==> src/rtl/crc_aug_pkg.sv <==
package crc_aug_pkg;

   typedef enum logic [1:0] {
      ST_IDLE  = 2'd0,
      ST_SHIFT = 2'd1,
      ST_PAD   = 2'd2
   } eng_state_t;

   typedef enum logic {
      MODE_GEN = 1'b0,
      MODE_CHK = 1'b1
   } eng_mode_t;

endpackage

==> src/rtl/crc_aug_step.sv <==
module crc_aug_step #(
   parameter int                CRC_W = 16,
   parameter logic [CRC_W-1:0]  POLY  = 16'h8005
) (
   input  logic [CRC_W-1:0] rem_i,
   input  logic             bit_i,
   output logic [CRC_W-1:0] rem_o
);

   logic top_bit;
   assign top_bit = rem_i[CRC_W-1];

   // one long-division step: shift left, new bit at bit 0, subtract mask if top bit left
   for (genvar i = 0; i < CRC_W; i++) begin : g_bit
      if (i == 0) begin : g_lsb
         assign rem_o[i] = bit_i ^ (POLY[i] & top_bit);
      end else begin : g_upper
         assign rem_o[i] = rem_i[i-1] ^ (POLY[i] & top_bit);
      end
   end

endmodule

==> src/rtl/crc_aug_ctrl.sv <==
module crc_aug_ctrl
   import crc_aug_pkg::*;
#(
   parameter int DATA_W = 8,
   parameter int CRC_W  = 16
) (
   input  logic clk,
   input  logic rst_n,
   input  logic clear,
   input  logic in_valid,
   input  logic in_last,
   input  logic mode,
   output logic in_ready,
   output logic load_byte,
   output logic shift_en,
   output logic feed_zero,
   output logic finish,
   output logic chk_mode
);

   localparam int MAX_W = (DATA_W > CRC_W) ? DATA_W : CRC_W;
   localparam int CNT_W = $clog2(MAX_W) + 1;
   localparam logic [CNT_W-1:0] BYTE_LAST = CNT_W'(DATA_W - 1);
   localparam logic [CNT_W-1:0] PAD_LAST  = CNT_W'(CRC_W - 1);

   eng_state_t       state_q;
   eng_mode_t        mode_q;
   logic [CNT_W-1:0] cnt_q;
   logic             last_q;
   logic             step_final;

   always_comb begin
      in_ready   = (state_q == ST_IDLE);
      load_byte  = in_valid && in_ready && !clear;
      shift_en   = (state_q != ST_IDLE);
      feed_zero  = (state_q == ST_PAD);
      step_final = shift_en && (cnt_q == '0);
      finish     = step_final && !clear &&
                   ((state_q == ST_PAD) || (last_q && mode_q == MODE_CHK));
      chk_mode   = (mode_q == MODE_CHK);
   end

   always_ff @(posedge clk or negedge rst_n) begin
      if (!rst_n) begin
         state_q <= ST_IDLE;
         mode_q  <= MODE_GEN;
         cnt_q   <= '0;
         last_q  <= 1'b0;
      end else if (clear) begin
         state_q <= ST_IDLE;
         cnt_q   <= '0;
         last_q  <= 1'b0;
      end else begin
         case (state_q)
            ST_IDLE: begin
               if (load_byte) begin
                  state_q <= ST_SHIFT;
                  cnt_q   <= BYTE_LAST;
                  last_q  <= in_last;
                  mode_q  <= eng_mode_t'(mode);
               end
            end
            ST_SHIFT: begin
               if (cnt_q == '0) begin
                  if (last_q && mode_q == MODE_GEN) begin
                     state_q <= ST_PAD;
                     cnt_q   <= PAD_LAST;
                  end else begin
                     state_q <= ST_IDLE;
                  end
               end else begin
                  cnt_q <= cnt_q - 1'b1;
               end
            end
            ST_PAD: begin
               if (cnt_q == '0) begin
                  state_q <= ST_IDLE;
               end else begin
                  cnt_q <= cnt_q - 1'b1;
               end
            end
            default: state_q <= ST_IDLE;
         endcase
      end
   end

endmodule

==> src/rtl/crc_aug_datapath.sv <==
module crc_aug_datapath #(
   parameter int               DATA_W = 8,
   parameter int               CRC_W  = 16,
   parameter logic [CRC_W-1:0] POLY   = 16'h8005
) (
   input  logic              clk,
   input  logic              rst_n,
   input  logic              clear,
   input  logic [DATA_W-1:0] in_data,
   input  logic              load_byte,
   input  logic              shift_en,
   input  logic              feed_zero,
   input  logic              finish,
   input  logic              chk_mode,
   output logic [CRC_W-1:0]  crc_o,
   output logic              done_o,
   output logic              error_o
);

   logic [DATA_W-1:0] byte_q;
   logic [CRC_W-1:0]  work_q;
   logic [CRC_W-1:0]  work_nxt;
   logic [CRC_W-1:0]  res_q;
   logic              done_q;
   logic              error_q;
   logic              bit_in;

   assign bit_in = feed_zero ? 1'b0 : byte_q[DATA_W-1];

   crc_aug_step #(
      .CRC_W (CRC_W),
      .POLY  (POLY)
   ) step_i (
      .rem_i (work_q),
      .bit_i (bit_in),
      .rem_o (work_nxt)
   );

   always_ff @(posedge clk or negedge rst_n) begin
      if (!rst_n) begin
         byte_q <= '0;
      end else if (load_byte) begin
         byte_q <= in_data;
      end else if (shift_en && !feed_zero) begin
         byte_q <= byte_q << 1;
      end
   end

   always_ff @(posedge clk or negedge rst_n) begin
      if (!rst_n) begin
         work_q <= '0;
      end else if (clear || finish) begin
         work_q <= '0;
      end else if (shift_en) begin
         work_q <= work_nxt;
      end
   end

   always_ff @(posedge clk or negedge rst_n) begin
      if (!rst_n) begin
         res_q <= '0;
      end else if (finish) begin
         res_q <= work_nxt;
      end
   end

   always_ff @(posedge clk or negedge rst_n) begin
      if (!rst_n) begin
         done_q  <= 1'b0;
         error_q <= 1'b0;
      end else if (clear) begin
         done_q  <= 1'b0;
         error_q <= 1'b0;
      end else begin
         done_q  <= finish;
         error_q <= finish && chk_mode && (work_nxt != '0);
      end
   end

   assign crc_o   = res_q;
   assign done_o  = done_q;
   assign error_o = error_q;

endmodule

==> src/rtl/crc16_aug_engine.sv <==
module crc16_aug_engine #(
   parameter int               DATA_W = 8,
   parameter int               CRC_W  = 16,
   parameter logic [CRC_W-1:0] POLY   = 16'h8005
) (
   input  logic              clk,
   input  logic              rst_n,
   input  logic              clear,
   input  logic              mode,
   input  logic              in_valid,
   input  logic [DATA_W-1:0] in_data,
   input  logic              in_last,
   output logic              in_ready,
   output logic              done,
   output logic [CRC_W-1:0]  crc,
   output logic              error
);

   if (DATA_W < 1) begin : g_bad_data_w
      $error("DATA_W must be at least 1");
   end
   if (CRC_W < 2) begin : g_bad_crc_w
      $error("CRC_W must be at least 2");
   end
   if (POLY[0] != 1'b1) begin : g_bad_poly
      $error("POLY must have its constant term set");
   end

   logic load_byte;
   logic shift_en;
   logic feed_zero;
   logic finish;
   logic chk_mode;

   crc_aug_ctrl #(
      .DATA_W (DATA_W),
      .CRC_W  (CRC_W)
   ) ctrl_i (
      .clk       (clk),
      .rst_n     (rst_n),
      .clear     (clear),
      .in_valid  (in_valid),
      .in_last   (in_last),
      .mode      (mode),
      .in_ready  (in_ready),
      .load_byte (load_byte),
      .shift_en  (shift_en),
      .feed_zero (feed_zero),
      .finish    (finish),
      .chk_mode  (chk_mode)
   );

   crc_aug_datapath #(
      .DATA_W (DATA_W),
      .CRC_W  (CRC_W),
      .POLY   (POLY)
   ) dp_i (
      .clk       (clk),
      .rst_n     (rst_n),
      .clear     (clear),
      .in_data   (in_data),
      .load_byte (load_byte),
      .shift_en  (shift_en),
      .feed_zero (feed_zero),
      .finish    (finish),
      .chk_mode  (chk_mode),
      .crc_o     (crc),
      .done_o    (done),
      .error_o   (error)
   );

endmodule

==> config.mk <==
export PLATFORM = sky130hd
export DESIGN_NAME = crc16_aug_engine
export DESIGN_NICKNAME = d
export VERILOG_FILES = /design/src/rtl/crc_aug_pkg.sv /design/src/rtl/crc_aug_step.sv /design/src/rtl/crc_aug_ctrl.sv /design/src/rtl/crc_aug_datapath.sv /design/src/rtl/crc16_aug_engine.sv
export SDC_FILE = /design/constraint.sdc
export NUM_CORES = 1
export LEC_CHECK = 0
export BUFFER_PORTS_ARGS = -buffer_cell sky130_fd_sc_hd__clkbuf_2
export CAP_MARGIN = 20
export CORE_UTILIZATION = 56
export CTS_CLUSTER_SIZE = 25
export DETAILED_ROUTE_END_ITERATION = 16
export HOLD_SLACK_MARGIN = 0.15
export PLACE_DENSITY = 0.75
export SLEW_MARGIN = 40
export SYNTH_ARGS = -nofsm -noshare
export SYNTH_HDL_FRONTEND = slang
export SYNTH_SLANG_ARGS = --single-unit
==> constraint.sdc <==
create_clock -name clk -period 3.2 [get_ports clk]
set_clock_uncertainty 0.2 [all_clocks]
set_input_delay 0.32 -clock clk [delete_from_list [all_inputs] [get_ports clk]]
set_output_delay 0.32 -clock clk [all_outputs]
set_load 0.05 [all_outputs]
==> results.md <==
- Reg power frac: 48.1%
- Top_reg_cell synth: dfrtp_1
- DIE AREA: 4365 sq um
- Most frequent cells in the layout: dfrtp_1, clkbuf_2, nand2_1
- # setup viols final: 0
- Xor/xnor cell area share of the yosys netlist: 1.524%
- Clk sinks: 51
- Clk buf depth: 2
- Status: finished clean
- Internal Power: 1.087 mW
- Switching power: 0.5721 mW
- Mapped Nets: 214
- Worst rel slew slack: 52.70%
- DRC: 0
- Number of synthesized flops with an enable pin: 0
- CTS Buf Count: 5
- Cell count after synthesis: 196
- Post-synthesis register bit count: 51
- Commonest non-fill, non-tap cell in the layout: dfrtp_1
- Pleak: 1.316 nW
- Post-CTS Setup Inserts: 0
- Clock network fraction of total power: 23.2%
- Fmax: 0.4073 GHz
- Initial Util: 60.51%
- Adder-Cell Fraction of Synth Area: 2.177%
- Power Density: 616.4 nW/um^2
- Setup crit end kind: register
- H-tree levels: 2
- Critical Path Start Type: register
- VDD IR max: 432.1 uV
- Initial antenna violation count: 0
- Sw frac: 34.48%
- Clock root buffer: clkbuf_8
- Clk pin slew, worst setup/hold paths: 0.09 ns
- Design Area, Final: 2691 sq um
- Via-per-instance ratio: 5.799
- Area grow syn2layout: 17.09%
- Hold Slack: 0.1536 ns
- Hold Buf Count CTS: 12
- Synth Area in Simple Gates: 13.17%
- Clock Latency Late Sink: 0.31 ns
- DRT antenna net count: 0
- Syn Area/Cell: 11.73 sq um
- Die X: 66.07 um
- Crit path DAT: 2.45 ns
- Post-cts repair resize count: 0
- Max Fanout on Critical Path: 10
- Max Slew Vio Count: 0
- CTS tree: built
- FFs w/ async S/R, synth: 100.0%
- Largest net degree at the start of global routing: 30
- FP Rows: 22
- DP HPWL: 3.151 mm
- Placed standard-cell area: 2476 sq um
- Fin nets: 258
- Buffers on Ports: 32
- Register area share after synthesis: 55.53%
- Synth Area in Compound Gates: 14.48%
- Logic pwr share: 28.7%
- GR Util All Layers: 23.93%
- Io pins: 33
- Critical path data required time: 3.20 ns
- Setup TNS: 0 ns
- Largest family of logic cells by synthesized area: compound AO/OA/AOI/OAI gates
- Vias in the first global route: 1723
- Cell area after synthesis: 2298 sq um
- Slew at the pin closest to its max-slew limit: 0.7094 ns
- Wire per inst: 15.98 um
- Worst Hold Class: primary input to register
- Final wirelength: 4.618 mm
- Die height: 66.07 um
- DRT iter0 DRCs: 108
- Max-cap violations: 0
- DRT Pass-1 Iters: 4
- N_diodes: 0
- Core ar.: 3799 sq um
- Crit share post-route: 76.73%
- Proportion of synthesized area in mux cells: 9.472%
- Vias: 1676
- Min Tclk post-route: 2.455 ns
- Synth cell types: 40
- Ratio of cells with drive above 1 in the final layout: 25.31%
- Final Hold Fails: 0
- First-pass GRT wire length: 7.776 mm
- GPL Wtd Cong: 0.8175
- RSZ-0062 raised after global routing: no
- Critical path type: register to register
- Grt total ovfl: 0
- Synth warnings: 0
per-layer routing:
layer	up-vias	track usage, %	share of wire [%]
met5	-	0	0
met4	0	6.383	0.89
met3	5	6.379	3.8
met2	42	41.20	51
met1	837	29.62	44
li1	792	-	-
worst max-delay path, stage by stage, from the launching register on:
cell,delay [ns]
dfrtp_1,0.42
inv_1,0.10
ha_1,0.40
or2b_1,0.32
o2bb2ai_1,0.30
or2_1,0.30
mux2_4,0.32
cell type report:
class                      count  area, sq um
sequential                    51         1276
fill                         285         1107
multi-input combinational    130        938.4
timing repair buffer          47        302.8
clock buffer                   7        86.33
tap                           48        60.06
inverter                       5        18.77
clock inverter                 1        8.758
synthesized netlist by cell type (all sizes together), types with 3 or more instances:
| cell type | n | area [sq um] |
|---|---|---|
| clkbuf | 5 | 18.77 |
| nand2 | 23 | 86.33 |
| buf | 5 | 46.29 |
| a21oi | 10 | 50.05 |
| mux2 | 16 | 187.7 |
| o21a | 3 | 22.52 |
| mux2i | 3 | 30.03 |
| dfrtp | 51 | 1276 |
| o21ai | 7 | 35.03 |
| inv | 5 | 18.77 |
| o31ai | 4 | 30.03 |
| a22oi | 6 | 45.04 |
| nor2 | 9 | 33.78 |
| ha | 4 | 50.05 |
| a22o | 13 | 113.9 |
| nor2b | 3 | 18.77 |
| nor3 | 3 | 15.01 |
| nor4 | 3 | 40.04 |
| a31oi | 3 | 18.77 |
| xnor2 | 3 | 26.28 |
flip-flops by register name, indices dropped and copies added, names as in the netlist:
signal / count
dp_i.byte_q: 8
dp_i.crc_o: 16
ctrl_i.cnt_q: 5
ctrl_i.state_q: 2
ctrl_i.chk_mode: 1
dp_i.done_o: 1
dp_i.work_q: 16
dp_i.error_o: 1
ctrl_i.last_q: 1
metrics by stage:
stage | instances | utilization, % | setup slack, ns | power (mW)
2_1_floorplan | 196 | - | 0.6461 | 1.158
3_3_place_gp | 269 | 65.18 | 0.8509 | 1.249
3_5_place_dp | 269 | 65.18 | 0.7814 | 1.270
4_1_cts | 289 | 70.85 | 0.7695 | 1.666
5_1_grt | 289 | 70.85 | 0.6509 | 1.755
6_report | 289 | 70.85 | 0.7447 | 1.659
power groups by stage:
stage	clock (mW)	sequential [mW]	combinational, mW
3_5_place_dp	0	0.810	0.460
2_1_floorplan	0	0.853	0.305
4_1_cts	0.393	0.797	0.476
6_report	0.385	0.798	0.476
5_1_grt	0.417	0.812	0.525
3_3_place_gp	0	0.803	0.447
worst paths after layout:
check,from,to,slack (ns),cells after the start
min reg2reg,dp_i.byte_q[1],dp_i.byte_q[1],0.29,2
max reg2reg,ctrl_i.state_q[0],ctrl_i.cnt_q[1],0.74,6
min,in_valid,ctrl_i.state_q[0],0.15,3
max in group asynchronous,rst_n,dp_i.work_q[10],1.65,3
max,ctrl_i.state_q[0],ctrl_i.cnt_q[1],0.74,6
min in group asynchronous,rst_n,ctrl_i.cnt_q[0],0.39,2
cells by family (layout without fill, tap and decap cells):
kind of cell               Yosys count  in the layout
adders and majority gates            4              4
DFF                                 51             51
muxes                               19             19
buffers and inverters               15             60
xor gates and xnor gates             4              4
and+or+nand+nor                     55             55
AOI/OAI and AO/OA                   48             48
(Power assumes the default switching activity.)
